--- src/rtl/wbf_pkg.sv ---
package wbf_pkg;
  localparam int unsigned REG_AW = 3;

  typedef enum logic [REG_AW-1:0] {
    RA_BASE  = 3'd0,
    RA_PITCH = 3'd1,
    RA_SIZE  = 3'd2,
    RA_CTRL  = 3'd3,
    RA_PROG  = 3'd4
  } reg_idx_e;

  localparam int unsigned CB_START = 0;
  localparam int unsigned CB_BUSY  = 1;
  localparam int unsigned CB_IEN   = 2;
  localparam int unsigned CB_ABORT = 14;
  localparam int unsigned CB_VEOF  = 15;
  localparam int unsigned CB_PWRDN = 21;

  localparam logic [7:0] CTRL_TAG = 8'h54;
  localparam logic [1:0] CTRL_REV = 2'b01;
endpackage

--- src/rtl/wbf_regs.sv ---
module wbf_regs
  import wbf_pkg::*;
#(
  parameter int unsigned AW        = 32,
  parameter int unsigned DIM_W     = 16,
  parameter int unsigned MAX_LINES = 4088
) (
  input  logic              clk,
  input  logic              rst,
  input  logic              reg_wr,
  input  logic              reg_rd,
  input  logic [REG_AW-1:0] reg_addr,
  input  logic [31:0]       reg_wdata,
  output logic [31:0]       reg_rdata,
  output logic              pitch_err,
  input  logic              busy,
  input  logic [DIM_W-1:0]  progress,
  output logic [AW-1:0]     base,
  output logic [AW-1:0]     pitch,
  output logic [DIM_W-1:0]  height,
  output logic              ien,
  output logic              veof,
  output logic              pwrdn,
  output logic              start_cmd,
  output logic              abort_cmd
);
  localparam logic [DIM_W-1:0] HCAP = DIM_W'(MAX_LINES);

  logic [DIM_W-1:0] width_q;
  logic [DIM_W-1:0] h_in;
  logic             ctrl_wr;
  logic [31:0]      ctrl_view;

  assign ctrl_wr   = reg_wr && (reg_addr == RA_CTRL);
  assign abort_cmd = ctrl_wr && reg_wdata[CB_ABORT];
  assign start_cmd = ctrl_wr && reg_wdata[CB_START] && !reg_wdata[CB_ABORT]
                     && !reg_wdata[CB_PWRDN];
  assign h_in      = reg_wdata[2*DIM_W-1:DIM_W];

  always_comb begin
    ctrl_view            = '0;
    ctrl_view[31:24]     = CTRL_TAG;
    ctrl_view[23:22]     = CTRL_REV;
    ctrl_view[CB_PWRDN]  = pwrdn;
    ctrl_view[CB_VEOF]   = veof;
    ctrl_view[CB_IEN]    = ien;
    ctrl_view[CB_BUSY]   = busy;
  end

  always_ff @(posedge clk) begin
    if (rst) begin
      base      <= '0;
      pitch     <= '0;
      width_q   <= '0;
      height    <= '0;
      ien       <= 1'b0;
      veof      <= 1'b0;
      pwrdn     <= 1'b0;
      pitch_err <= 1'b0;
      reg_rdata <= '0;
    end else begin
      if (reg_wr) begin
        unique case (reg_addr)
          RA_BASE:  base <= {reg_wdata[AW-1:2], 2'b00};
          RA_PITCH: begin
            if (reg_wdata[3:0] != 4'h0) begin
              pitch_err <= 1'b1;
            end else begin
              pitch     <= reg_wdata[AW-1:0];
              pitch_err <= 1'b0;
            end
          end
          RA_SIZE: begin
            width_q <= reg_wdata[DIM_W-1:0];
            height  <= (h_in > HCAP) ? HCAP : h_in;
          end
          RA_CTRL: begin
            ien   <= reg_wdata[CB_IEN];
            veof  <= reg_wdata[CB_VEOF];
            pwrdn <= reg_wdata[CB_PWRDN];
          end
          default: ;
        endcase
      end
      if (reg_rd) begin
        unique case (reg_addr)
          RA_BASE:  reg_rdata <= base;
          RA_PITCH: reg_rdata <= pitch;
          RA_SIZE:  reg_rdata <= {height, width_q};
          RA_CTRL:  reg_rdata <= ctrl_view;
          RA_PROG:  reg_rdata <= 32'(progress);
          default:  reg_rdata <= '0;
        endcase
      end
    end
  end
endmodule

--- src/rtl/wbf_seq.sv ---
module wbf_seq #(
  parameter int unsigned AW    = 32,
  parameter int unsigned DW    = 32,
  parameter int unsigned DIM_W = 16
) (
  input  logic             clk,
  input  logic             rst,
  input  logic [AW-1:0]    base,
  input  logic [AW-1:0]    pitch,
  input  logic [DIM_W-1:0] height,
  input  logic             ien,
  input  logic             veof,
  input  logic             pwrdn,
  input  logic             start_cmd,
  input  logic             abort_cmd,
  input  logic             px_valid,
  input  logic [DW-1:0]    px_data,
  input  logic             px_eol,
  output logic             px_ready,
  output logic             mem_req,
  output logic [AW-1:0]    mem_addr,
  output logic [DW-1:0]    mem_data,
  output logic [DW/8-1:0]  mem_strb,
  output logic             vstart,
  output logic             irq,
  output logic             busy,
  output logic [DIM_W-1:0] progress
);
  localparam int unsigned   BPW  = DW / 8;
  localparam logic [AW-1:0] STEP = AW'(BPW);

  logic [AW-1:0]    line_base_q;
  logic [AW-1:0]    word_off_q;
  logic [DIM_W:0]   next_lines;
  logic             accept;

  assign px_ready   = busy && !pwrdn;
  assign accept     = px_valid && px_ready && !abort_cmd;
  assign next_lines = {1'b0, progress} + 1'b1;
  assign mem_strb   = mem_req ? '1 : '0;

  always_ff @(posedge clk) begin
    if (rst) begin
      busy        <= 1'b0;
      progress    <= '0;
      line_base_q <= '0;
      word_off_q  <= '0;
      mem_req     <= 1'b0;
      mem_addr    <= '0;
      mem_data    <= '0;
      vstart      <= 1'b0;
      irq         <= 1'b0;
    end else begin
      mem_req <= accept;
      vstart  <= 1'b0;
      irq     <= ien && !busy;
      if (accept) begin
        mem_addr <= line_base_q + word_off_q;
        mem_data <= px_data;
      end
      if (abort_cmd) begin
        busy <= 1'b0;
      end else if (start_cmd && !busy && !pwrdn) begin
        busy        <= 1'b1;
        progress    <= '0;
        line_base_q <= base;
        word_off_q  <= '0;
        vstart      <= 1'b1;
      end else if (accept) begin
        if (px_eol) begin
          progress    <= next_lines[DIM_W-1:0];
          line_base_q <= line_base_q + pitch;
          word_off_q  <= '0;
          if (next_lines >= {1'b0, height}) begin
            busy   <= 1'b0;
            vstart <= veof;
          end
        end else begin
          word_off_q <= word_off_q + STEP;
        end
      end
    end
  end
endmodule

--- src/rtl/wb_frame_writer.sv ---
module wb_frame_writer
  import wbf_pkg::*;
#(
  parameter int unsigned AW        = 32,
  parameter int unsigned DW        = 32,
  parameter int unsigned DIM_W     = 16,
  parameter int unsigned MAX_LINES = 4088
) (
  input  logic              clk,
  input  logic              rst,
  input  logic              reg_wr,
  input  logic              reg_rd,
  input  logic [REG_AW-1:0] reg_addr,
  input  logic [31:0]       reg_wdata,
  output logic [31:0]       reg_rdata,
  output logic              pitch_err,
  input  logic              px_valid,
  input  logic [DW-1:0]     px_data,
  input  logic              px_eol,
  output logic              px_ready,
  output logic              mem_req,
  output logic [AW-1:0]     mem_addr,
  output logic [DW-1:0]     mem_data,
  output logic [DW/8-1:0]   mem_strb,
  output logic              vstart,
  output logic              irq
);
  logic [AW-1:0]    base_w;
  logic [AW-1:0]    pitch_w;
  logic [DIM_W-1:0] height_w;
  logic [DIM_W-1:0] prog_w;
  logic             ien_w;
  logic             veof_w;
  logic             pwrdn_w;
  logic             busy_w;
  logic             start_w;
  logic             abort_w;

  wbf_regs #(.AW(AW), .DIM_W(DIM_W), .MAX_LINES(MAX_LINES)) u_regs (
    .clk(clk), .rst(rst), .reg_wr(reg_wr), .reg_rd(reg_rd),
    .reg_addr(reg_addr), .reg_wdata(reg_wdata), .reg_rdata(reg_rdata),
    .pitch_err(pitch_err), .busy(busy_w), .progress(prog_w),
    .base(base_w), .pitch(pitch_w), .height(height_w), .ien(ien_w),
    .veof(veof_w), .pwrdn(pwrdn_w), .start_cmd(start_w), .abort_cmd(abort_w)
  );

  wbf_seq #(.AW(AW), .DW(DW), .DIM_W(DIM_W)) u_seq (
    .clk(clk), .rst(rst), .base(base_w), .pitch(pitch_w), .height(height_w),
    .ien(ien_w), .veof(veof_w), .pwrdn(pwrdn_w), .start_cmd(start_w),
    .abort_cmd(abort_w), .px_valid(px_valid), .px_data(px_data),
    .px_eol(px_eol), .px_ready(px_ready), .mem_req(mem_req),
    .mem_addr(mem_addr), .mem_data(mem_data), .mem_strb(mem_strb),
    .vstart(vstart), .irq(irq), .busy(busy_w), .progress(prog_w)
  );
endmodule

--- config.mk ---
export PLATFORM = sky130hd
export DESIGN_NAME = wb_frame_writer
export DESIGN_NICKNAME = d
export VERILOG_FILES = /design/src/rtl/wbf_pkg.sv /design/src/rtl/wbf_regs.sv /design/src/rtl/wbf_seq.sv /design/src/rtl/wb_frame_writer.sv
export SDC_FILE = /design/constraint.sdc
export NUM_CORES = 1
export LEC_CHECK = 0
export BUFFER_PORTS_ARGS = -buffer_cell sky130_fd_sc_hd__buf_2
export CAP_MARGIN = 25
export CORE_ASPECT_RATIO = 0.75
export CORE_MARGIN = 4
export CORE_UTILIZATION = 25
export DETAILED_ROUTE_END_ITERATION = 12
export GPL_TIMING_DRIVEN = 0
export SLEW_MARGIN = 30
export SYNTH_ARGS = -nofsm -noshare
export SYNTH_HDL_FRONTEND = slang
export SYNTH_SLANG_ARGS = --single-unit
--- constraint.sdc ---
create_clock -name clk -period 2.75 [get_ports clk]
set_input_delay 0.1375 -clock clk [delete_from_list [all_inputs] [get_ports clk]]
set_output_delay 0.1375 -clock clk [all_outputs]
set_load 0.03 [all_outputs]
==> results of run 1 <==
==> cell type report <==
class | count | area share [%]
multi-input cells | 1382 | 47.03
flip-flops and latches | 276 | 29.87
repair buffers | 280 | 9.784
well taps | 731 | 4.889
clock buffers | 40 | 4.708
plain buffers | 101 | 2.167
clock inverters | 18 | 0.8828
inverters | 32 | 0.6420
diodes | 2 | 0.02675
==> worst max-delay path by stage <==
| stage | startpoint | to | slack (ns) | depth (start not counted) |
|---|---|---|---|---|
| final | u_seq.progress[0]$_SDFFE_PP0P_ | u_seq.vstart$_SDFF_PP0_ | -0.42 | 17 |
| after global routing | u_seq.progress[0]$_SDFFE_PP0P_ | u_seq.vstart$_SDFF_PP0_ | -0.57 | 17 |
| after CTS | u_seq.progress[0]$_SDFFE_PP0P_ | u_seq.vstart$_SDFF_PP0_ | -0.38 | 17 |
| after detailed placement | u_seq.progress[0]$_SDFFE_PP0P_ | u_seq.vstart$_SDFF_PP0_ | -1.04 | 14 |
| after global placement | u_seq.progress[0]$_SDFFE_PP0P_ | u_seq.vstart$_SDFF_PP0_ | -1.05 | 17 |
| after floorplan | u_seq.progress[3]$_SDFFE_PP0P_ | u_seq.vstart$_SDFF_PP0_ | -0.03 | 17 |
==> logic make-up after synthesis <==
kind of cell	after synthesis
flip-flops	276
AO/OA/AOI/OAI	458
adder cells (fa/ha/maj)	79
multiplexers	34
buffers and inverters	134
XOR/XNOR	97
AND/OR/NAND/NOR	714
==> power breakdown <==
group,internal (mW),switching (mW)
sequential,4.02,0.0240
clock,2.45,1.81
combinational,0.197,0.339
total,6.67,2.17
==> sequential cells by signal, summed over array words and instances (netlist names), 16 cells and up <==
signal / cells
u_regs.pitch: 32
u_regs.reg_rdata: 32
u_seq.line_base_q: 32
u_seq.mem_addr: 32
u_seq.mem_data: 32
u_regs.base: 30
u_seq.word_off_q: 30
u_regs.height: 16
u_regs.width_q: 16
u_seq.progress: 16
==> per-layer routing <==
layer	up-vias	global-route usage (%)	wire length, um
li1	6826	-	-
met1	6768	22.81	23850
met3	99	4.125	4197
met2	460	26.37	23570
met5	-	0	55
met4	8	4.212	1385
==> critical path: cells and delay by family (launching register included) <==
family                     cells  cell delay [ns]
DFF                            1             0.40
and+or+nand+nor               12             1.78
adders and majority gates      1             0.32
AOI/OAI and AO/OA              3             0.39
xor gates and xnor gates       1             0.17
==> cells in the final DEF, fill, tap and decap left out, types with 38 or more instances in the layout <==
cell and instances:
sky130_fd_sc_hd__nand2_1 341, sky130_fd_sc_hd__dfxtp_1 247, sky130_fd_sc_hd__a21oi_1 237, sky130_fd_sc_hd__buf_2 178, sky130_fd_sc_hd__nor2_1 163, sky130_fd_sc_hd__clkbuf_1 89
sky130_fd_sc_hd__dlygate4sd3_1 67, sky130_fd_sc_hd__ha_1 62, sky130_fd_sc_hd__o21ai_0 51, sky130_fd_sc_hd__xor2_1 47, sky130_fd_sc_hd__nor2b_1 42, sky130_fd_sc_hd__xnor2_1 41
sky130_fd_sc_hd__buf_4 38
==> repair_timing <==
item | 4_1_cts | 5_1_grt
pin swaps | 34 | 31
endpoints found under the hold margin | 126 | 0
endpoints found under the setup margin | 26 | 30
gates resized for setup | 77 | 69
hold buffers | 67 | 0
setup buffers | 20 | 17
==> through the flow <==
step	hold WS, ns	setup TNS [ns]	instances
after detailed placement	0.3854	-23.63	2700
after CTS	0.2041	-0.9348	2844
after global placement	0.3793	-21.31	2700
after floorplan	0.2735	-0.03131	1792
final	0.2343	-1.128	2862
after global routing	0.2276	-2.019	2860
==> results.txt, run 1 <==
----------------------------------------------------
[Outcome]
  Status ... finished, violations left
  Violated checks ... negative setup slack

[Timing]
  Final number of hold-violating endpoints ... 0
  Headroom to the max-slew limit ... 35.05%
  Clock skew after layout ... between 0.02 and 0.025 ns
  Final critical-path share of the clock period ... 115.2%
  Highest attainable clock frequency ... around 320 MHz
  Actual transition at the worst max-transition pin ... 0.9742 ns
  Slew Limit Fails ... 0
  Final critical-path required period ... 3.168 ns
  Setup ws final ... -0.4181 ns
  Final setup fails ... 5
  RSZ-0062 raised after global routing ... true

[Logic synthesis]
  Number of library cell types mapped by synthesis ... 72
  Dominant cell by count in the synthesized netlist ... sky130_fd_sc_hd__nand2_1
  Cell taking the most area after synthesis ... sky130_fd_sc_hd__dfxtp_1
  Number of enable-type register cells in the synthesized netlist ... 0
  Ranking of synthesized cells by area ... sky130_fd_sc_hd__dfxtp_1, sky130_fd_sc_hd__nand2_1, sky130_fd_sc_hd__a21oi_1, sky130_fd_sc_hd__ha_1, sky130_fd_sc_hd__nor2_1
  Summed instance area of the synthesized netlist ... around 0.014 mm2
  Number of instances in the synthesized netlist ... 1,792
  Dominant register cell in the synthesized netlist ... sky130_fd_sc_hd__dfxtp_1
  Ys Warns ... 0
  Post-synthesis sequential element count ... approximately 280
  Proportion of synthesized chip area in sequential cells ... 39.06%
  Average cell area after synthesis ... 7.895 um2
  Xor and xnor fraction of the mapped netlist area ... 6.005%
  Largest family of logic cells by synthesized area ... simple AND/OR/NAND/NOR gates
  Area share of the leading cell type in the synthesized netlist ... 39.06%
  Adder-cell share of the synthesized area ... a little over 7%
  Fraction of the mapped netlist area in compound gates ... 19.11%
  Net Count, Synth ... between 1,500 and 2,000
  Simple-gate share of the synthesized area ... 22.53%
  Multiplexer share of the synthesized area ... 2.538%
  Fraction of registers with async set/reset ... 0%
  Most common library cells after synthesis ... sky130_fd_sc_hd__nand2_1, sky130_fd_sc_hd__dfxtp_1, sky130_fd_sc_hd__a21oi_1

[Critical path]
  Largest fanout of any net on the critical path ... 4
  Required time at the endpoint of the critical path ... 3.24 ns
  Cell-by-cell trace of the critical path ... nand3_4 > or2_4 > nor2_4 > and3_4 > and3_4 > and3_4 > nand3_2 > xnor2_2 > ha_1 > nand3_2 > nor4_2 > nand4_1 > nand2_1 > a31oi_2 > o21ai_2 > nand3_2 > a21oi_4
  Register-to-register setup slack ... -0.42 ns
  Critical path's largest stage delay ... 0.40 ns
  Worst path arrival time ... approximately 3.7 ns
  Slowest cell on the critical path ... sky130_fd_sc_hd__dfxtp_4
  Startpoint Class ... flop
  Endpoint kind of the worst setup timing path ... flop
  Endpoint of the most critical register-to-register path ... u_seq.vstart$_SDFF_PP0_
  Reg2reg start ... u_seq.progress[0]$_SDFFE_PP0P_
  Worst Path Class, Setup ... reg2reg
  Reg2Reg Depth ... 17

[CTS]
  Number of levels the H-tree was split into ... 1
  Longest Clk Path Bufs ... 3
  Clk root buf ... sky130_fd_sc_hd__clkbuf_16
  Sink count of the clock tree ... between 200 and 300
  Clk Latency, worst-skew pair ... 0.59 ns
  Clk slew on worst S/H paths ... around 0.07 ns
  Clock tree from TritonCTS ... done
  TritonCTS buffer count ... 31

[Placed design]
  GP Congestion ... about 0.93
  Post-Place Setup Slack ... -1.037 ns
  Input/output buffers ... 177
  Sum of net half-perimeters after detailed placement ... 41.11 mm
  Placed cell areas ... 0.01602 mm2

[Floorplan]
  Core area ... 0.05593 mm2
  Area enclosed by the die boundary ... approximately 0.06 mm2
  Vertical extent of the die ... 214.0 um
  Die extent in x ... around 280 um
  Row cnt ... 75
  Initial core utilization ... 25.30%
  I/O pin cnt ... between 150 and 200

[Finish]
  Area occupied by multi-input gates ... 0.008798 mm2
  Final instance area ... 0.01871 mm2
  Share of cells above drive strength 1 ... 19.45%
  Final standard cell utilization of the core ... 33.45%
  Area growth from synthesis to final layout ... 32.25%
  Combined flip-flop and latch cell area ... 0.005589 mm2
  Filler cells ... 5,862
  Number of nets at the end of the flow ... between 2,000 and 2,500

[Drt]
  Average routed wire per standard cell ... 18.54 um
  Via density ... 4.948
  Antenna Nets Post-Route ... 0
  Post-route DRC violation count ... 0
  Drt initial violations ... 996
  Detailed Routing Iterations Pass 1 ... 5
  Via count of the routed design ... 14,160
  Total wire length after detailed routing ... 53.06 mm

[Pwr]
  Total power draw ... 8.837 mW
  Leakage power ... ~7.5 nW
  Power density over the cells ... 472.3 mW/mm2
  VDD IR max ... 0.0005797 V

[Global route]
  Via count of the first global-routing pass ... between 10,000 and 15,000
  GRT Util Overall ... 16.68%
  Antenna violations before repair ... 6
  Wire length of the first global-routing pass ... 79.16 mm
  Pin count of the biggest net entering global routing ... 16
  Global-route congestion overflow total ... 0

[Worst hold path]
  Hold path depth ... 4
  Hold path start ... reg_addr[2]
  Hold path endpoint ... u_regs.pitch_err$_SDFFE_PP0P_
  Classification of the worst-slack hold path ... in2reg

[Flow run]
  Number of maximum-capacitance violations ... 0

----------------------------------------------------
Power figures use the tool's default switching activity.
==> run 2, diff against run 1 <==
--- a/config.mk
+++ b/config.mk
@@ -5,7 +5,7 @@
 export SDC_FILE = /design/constraint.sdc
 export NUM_CORES = 1
 export LEC_CHECK = 0
-export BUFFER_PORTS_ARGS = -buffer_cell sky130_fd_sc_hd__buf_2
+export BUFFER_PORTS_ARGS = -buffer_cell sky130_fd_sc_hd__buf_4
 export CAP_MARGIN = 25
 export CORE_ASPECT_RATIO = 0.75
 export CORE_MARGIN = 4
@@ -16,3 +16,4 @@
 export SYNTH_ARGS = -nofsm -noshare
 export SYNTH_HDL_FRONTEND = slang
 export SYNTH_SLANG_ARGS = --single-unit
+export TNS_END_PERCENT = 20
==> run 2 against run 1 <==
Compared with the run above:
- the run still ends with negative setup slack left
- cell area rose by 2.1%
- via count barely moved
- sequential power barely moved
- critical endpoint unchanged
- clock skew fell by 0.0032 ns
- highest routed layer unchanged
- combinational power rose by 6.7%
- maximum frequency fell by 4.0%
- hold slack got worse by 0.15 ns
- count of clock-buffer cells in the layout rose by 1
==> results.txt, run 2 (synthesized netlist as in run 1, its figures left out) <==
----------------------------------------------------
[Timing]
  Headroom to the max-slew limit ... 30.94% (-4.1 points)
  Final critical-path required period ... 3.300 ns (+0.1317 ns)
  Total negative slack ... -1.337 ns (-0.2087 ns)
  Final setup fails ... 7 (+2)
  Final critical-path share of the clock period ... 120.0% (+4.8 points)
  Actual transition at the worst max-transition pin ... 1.036 ns (+0.06168 ns)
  Final number of hold-violating endpoints ... 0 (unchanged)
  Highest attainable clock frequency ... 303.1 MHz (-4.0%)
  Setup ws final ... -0.5497 ns (-0.1317 ns)
  Clock skew after layout ... 0.01994 ns (-0.003209 ns)
  RSZ-0062 raised after global routing ... true
  Slew Limit Fails ... 0 (unchanged)

[Floorplan]
  Area enclosed by the die boundary ... 0.06050 mm2 (unchanged)
  Vertical extent of the die ... 214.0 um (unchanged)
  I/O pin cnt ... 178 (unchanged)
  Row cnt ... 75 (unchanged)
  Die extent in x ... 282.7 um (unchanged)
  Initial core utilization ... 25.30% (unchanged)
  Core area ... 0.05593 mm2 (unchanged)

[Global route]
  Global-route congestion overflow total ... 0 (unchanged)
  Pin count of the biggest net entering global routing ... 15 (-1)
  Via count of the first global-routing pass ... 13,390 (-1.6%)
  Wire length of the first global-routing pass ... 79.33 mm (+0.21%)
  Antenna violations before repair ... 2 (-4)
  GRT Util Overall ... 16.78% (+0.10 points)

[Critical path]
  Slowest cell on the critical path ... sky130_fd_sc_hd__dfxtp_4
  Endpoint of the most critical register-to-register path ... u_seq.vstart$_SDFF_PP0_
  Register-to-register setup slack ... -0.55 ns (-0.13 ns)
  Reg2reg start ... u_seq.progress[0]$_SDFFE_PP0P_
  Worst path arrival time ... 3.79 ns (+0.13 ns)
  Startpoint Class ... flop
  Critical path's largest stage delay ... 0.40 ns (about the same)
  Worst Path Class, Setup ... reg2reg
  Endpoint kind of the worst setup timing path ... flop
  Crit path top cell by count ... sky130_fd_sc_hd__and3_4
  Cell-by-cell trace of the critical path ... nand3_4 > or2_4 > nor2_4 > and3_4 > and3_4 > and3_4 > nand3_4 > xnor2_2 > ha_1 > nand3_2 > nor4_4 > nand4_1 > nand2_1 > a31oi_2 > o21ai_2 > nand3_2 > a21oi_4
  Largest fanout of any net on the critical path ... 4 (unchanged)
  Required time at the endpoint of the critical path ... 3.24 ns (about the same)
  Reg2Reg Depth ... 17 (unchanged)

[CTS]
  Number of levels the H-tree was split into ... 1 (unchanged)
  Longest Clk Path Bufs ... 3 (unchanged)
  Clock tree from TritonCTS ... done
  Clk root buf ... sky130_fd_sc_hd__clkbuf_16
  Clk slew on worst S/H paths ... 0.06 ns (about the same)
  TritonCTS buffer count ... 30 (-3.2%)
  Clk Latency, worst-skew pair ... 0.58 ns (about the same)
  Sink count of the clock tree ... 276 (unchanged)

[Flow run]
  Number of maximum-capacitance violations ... 0 (unchanged)

[Finish]
  Number of nets at the end of the flow ... 2,255 (-0.044%)
  Final instance area ... 0.01911 mm2 (+2.1%)
  Commonest cells after routing, fill and taps aside ... sky130_fd_sc_hd__nand2_1, sky130_fd_sc_hd__dfxtp_1, sky130_fd_sc_hd__a21oi_1
  Share of cells above drive strength 1 ... 18.62% (-0.83 points)
  Antenna Cells ... 0 (-2)
  Leading cell type in the layout, fill and taps excluded ... sky130_fd_sc_hd__nand2_1
  Filler cells ... 5,797 (-1.1%)
  Area growth from synthesis to final layout ... 35.07%

[Pwr]
  Pint ... 7.003 mW (+5.1%)
  Leakage power ... 7.520 nW (+0.80%)
  Sequential share of power ... 44.3% (-1.4 points)
  Power share of the clock group ... 49.5% (+1.3 points)
  Combinational power share ... 6.3% (+0.2 points)
  Power density over the cells ... 477.9 mW/mm2 (+1.2%)
  NetSw ... 2.130 mW (-1.9%)
  Sw Share ... 23.32% (-1.2 points)
  VDD IR max ... 0.0004143 V (-29%)

[Drt]
  Met2 WL ... 23.46 mm (-0.50%)
  Sum of routed wire segments on met1 ... 24.56 mm (+3.0%)
  Total wire length after detailed routing ... 53.25 mm (+0.36%)
  Average routed wire per standard cell ... 18.63 um (+0.50%)
  WL met3 ... 3.645 mm (-13%)
  Antenna Nets Post-Route ... 0 (unchanged)
  Detailed Routing Iterations Pass 1 ... 6 (+1)
  Drt initial violations ... 1,256 (+26%)
  Via density ... 4.957 (+0.19%)
  Post-route DRC violation count ... 0 (unchanged)
  Via count of the routed design ... 14,170 (+0.049%)
  Uppermost signal routing layer after detailed routing ... met5

[Worst hold path]
  Classification of the worst-slack hold path ... in2reg
  Hold path depth ... 3 (-1)
  Hold path start ... rst
  Hold path endpoint ... u_seq.progress[3]$_SDFFE_PP0P_

[Outcome]
  Violated checks ... negative setup slack
  Status ... finished, violations left

[Placed design]
  GP Congestion ... 0.9520 (+2.1%)
  Placed cell areas ... 0.01646 mm2 (+2.7%)
  Input/output buffers ... 177 (unchanged)
  Sum of net half-perimeters after detailed placement ... 40.94 mm (-0.43%)

----------------------------------------------------
run 2: worst max-delay path: cells and delay by family, from the launching register on:
kind / cells / cell delay, ns
xor gates and xnor gates: 1 / 0.17
and+or+nand+nor: 12 / 1.87
adders and majority gates: 1 / 0.32
AOI/OAI and AO/OA: 3 / 0.45
DFF: 1 / 0.40
run 2: worst max path at each step:
stage | startpoint | end | slack, ns
after detailed placement | u_seq.progress[0]$_SDFFE_PP0P_ | u_seq.vstart$_SDFF_PP0_ | -1.06
after CTS | u_seq.progress[0]$_SDFFE_PP0P_ | u_seq.vstart$_SDFF_PP0_ | -0.35
after floorplan | u_seq.progress[3]$_SDFFE_PP0P_ | u_seq.vstart$_SDFF_PP0_ | -0.03
after global routing | u_seq.progress[4]$_SDFFE_PP0P_ | u_seq.vstart$_SDFF_PP0_ | -0.63
final | u_seq.progress[0]$_SDFFE_PP0P_ | u_seq.vstart$_SDFF_PP0_ | -0.55
after global placement | u_seq.progress[0]$_SDFFE_PP0P_ | u_seq.vstart$_SDFF_PP0_ | -1.05
run 2: per-layer routing:
metal / GRT usage (%) / up-vias
met2: 26.01 / 508
met4: 4.496 / 4
met1: 24.08 / 6728
li1: - / 6827
met5: 0 / -
met3: 2.874 / 101
run 2: layout make-up:
| cell class | count | area, um2 | area share [%] |
|---|---|---|---|
| inverters | 32 | 120.1 | 0.6286 |
| flip-flops and latches | 276 | 5570 | 29.15 |
| well taps | 731 | 914.6 | 4.787 |
| multi-input cells | 1382 | 8723 | 45.65 |
| plain buffers | 101 | 406.6 | 2.128 |
| repair buffers | 280 | 2275 | 11.90 |
| clock buffers | 41 | 863.3 | 4.518 |
| clock inverters | 15 | 235.2 | 1.231 |
run 2: repair_timing:
item                                   4_1_cts  5_1_grt
buffers inserted                            26       11
pin swaps                                   30       25
endpoints found under the hold margin      124        0
cloned                                       0        0
resized for setup                           82       47
hold buffers                                66        0
setup endpoints to repair                   33       31
run 2: through the flow:
step	hold WS (ns)	utilization [%]	setup slack, ns	instances	total power, mW
after floorplan	0.2735	-	-0.03131	1792	4.346
after global placement	0.3862	29.44	-1.048	2700	4.593
after detailed placement	0.3947	29.44	-1.057	2700	4.598
after CTS	0.03260	33.64	-0.3543	2848	9.192
after global routing	0.07784	34.17	-0.6328	2858	9.390
final	0.08885	34.17	-0.5497	2858	9.133
run 2: power by group through the flow:
stage	Combinational (mW)	Sequential (mW)	Clock [mW]
2_1_floorplan	0.208	4.14	0
3_3_place_gp	0.455	4.14	0
3_5_place_dp	0.459	4.14	0
4_1_cts	0.552	4.04	4.60
5_1_grt	0.612	4.04	4.73
6_report	0.572	4.04	4.52
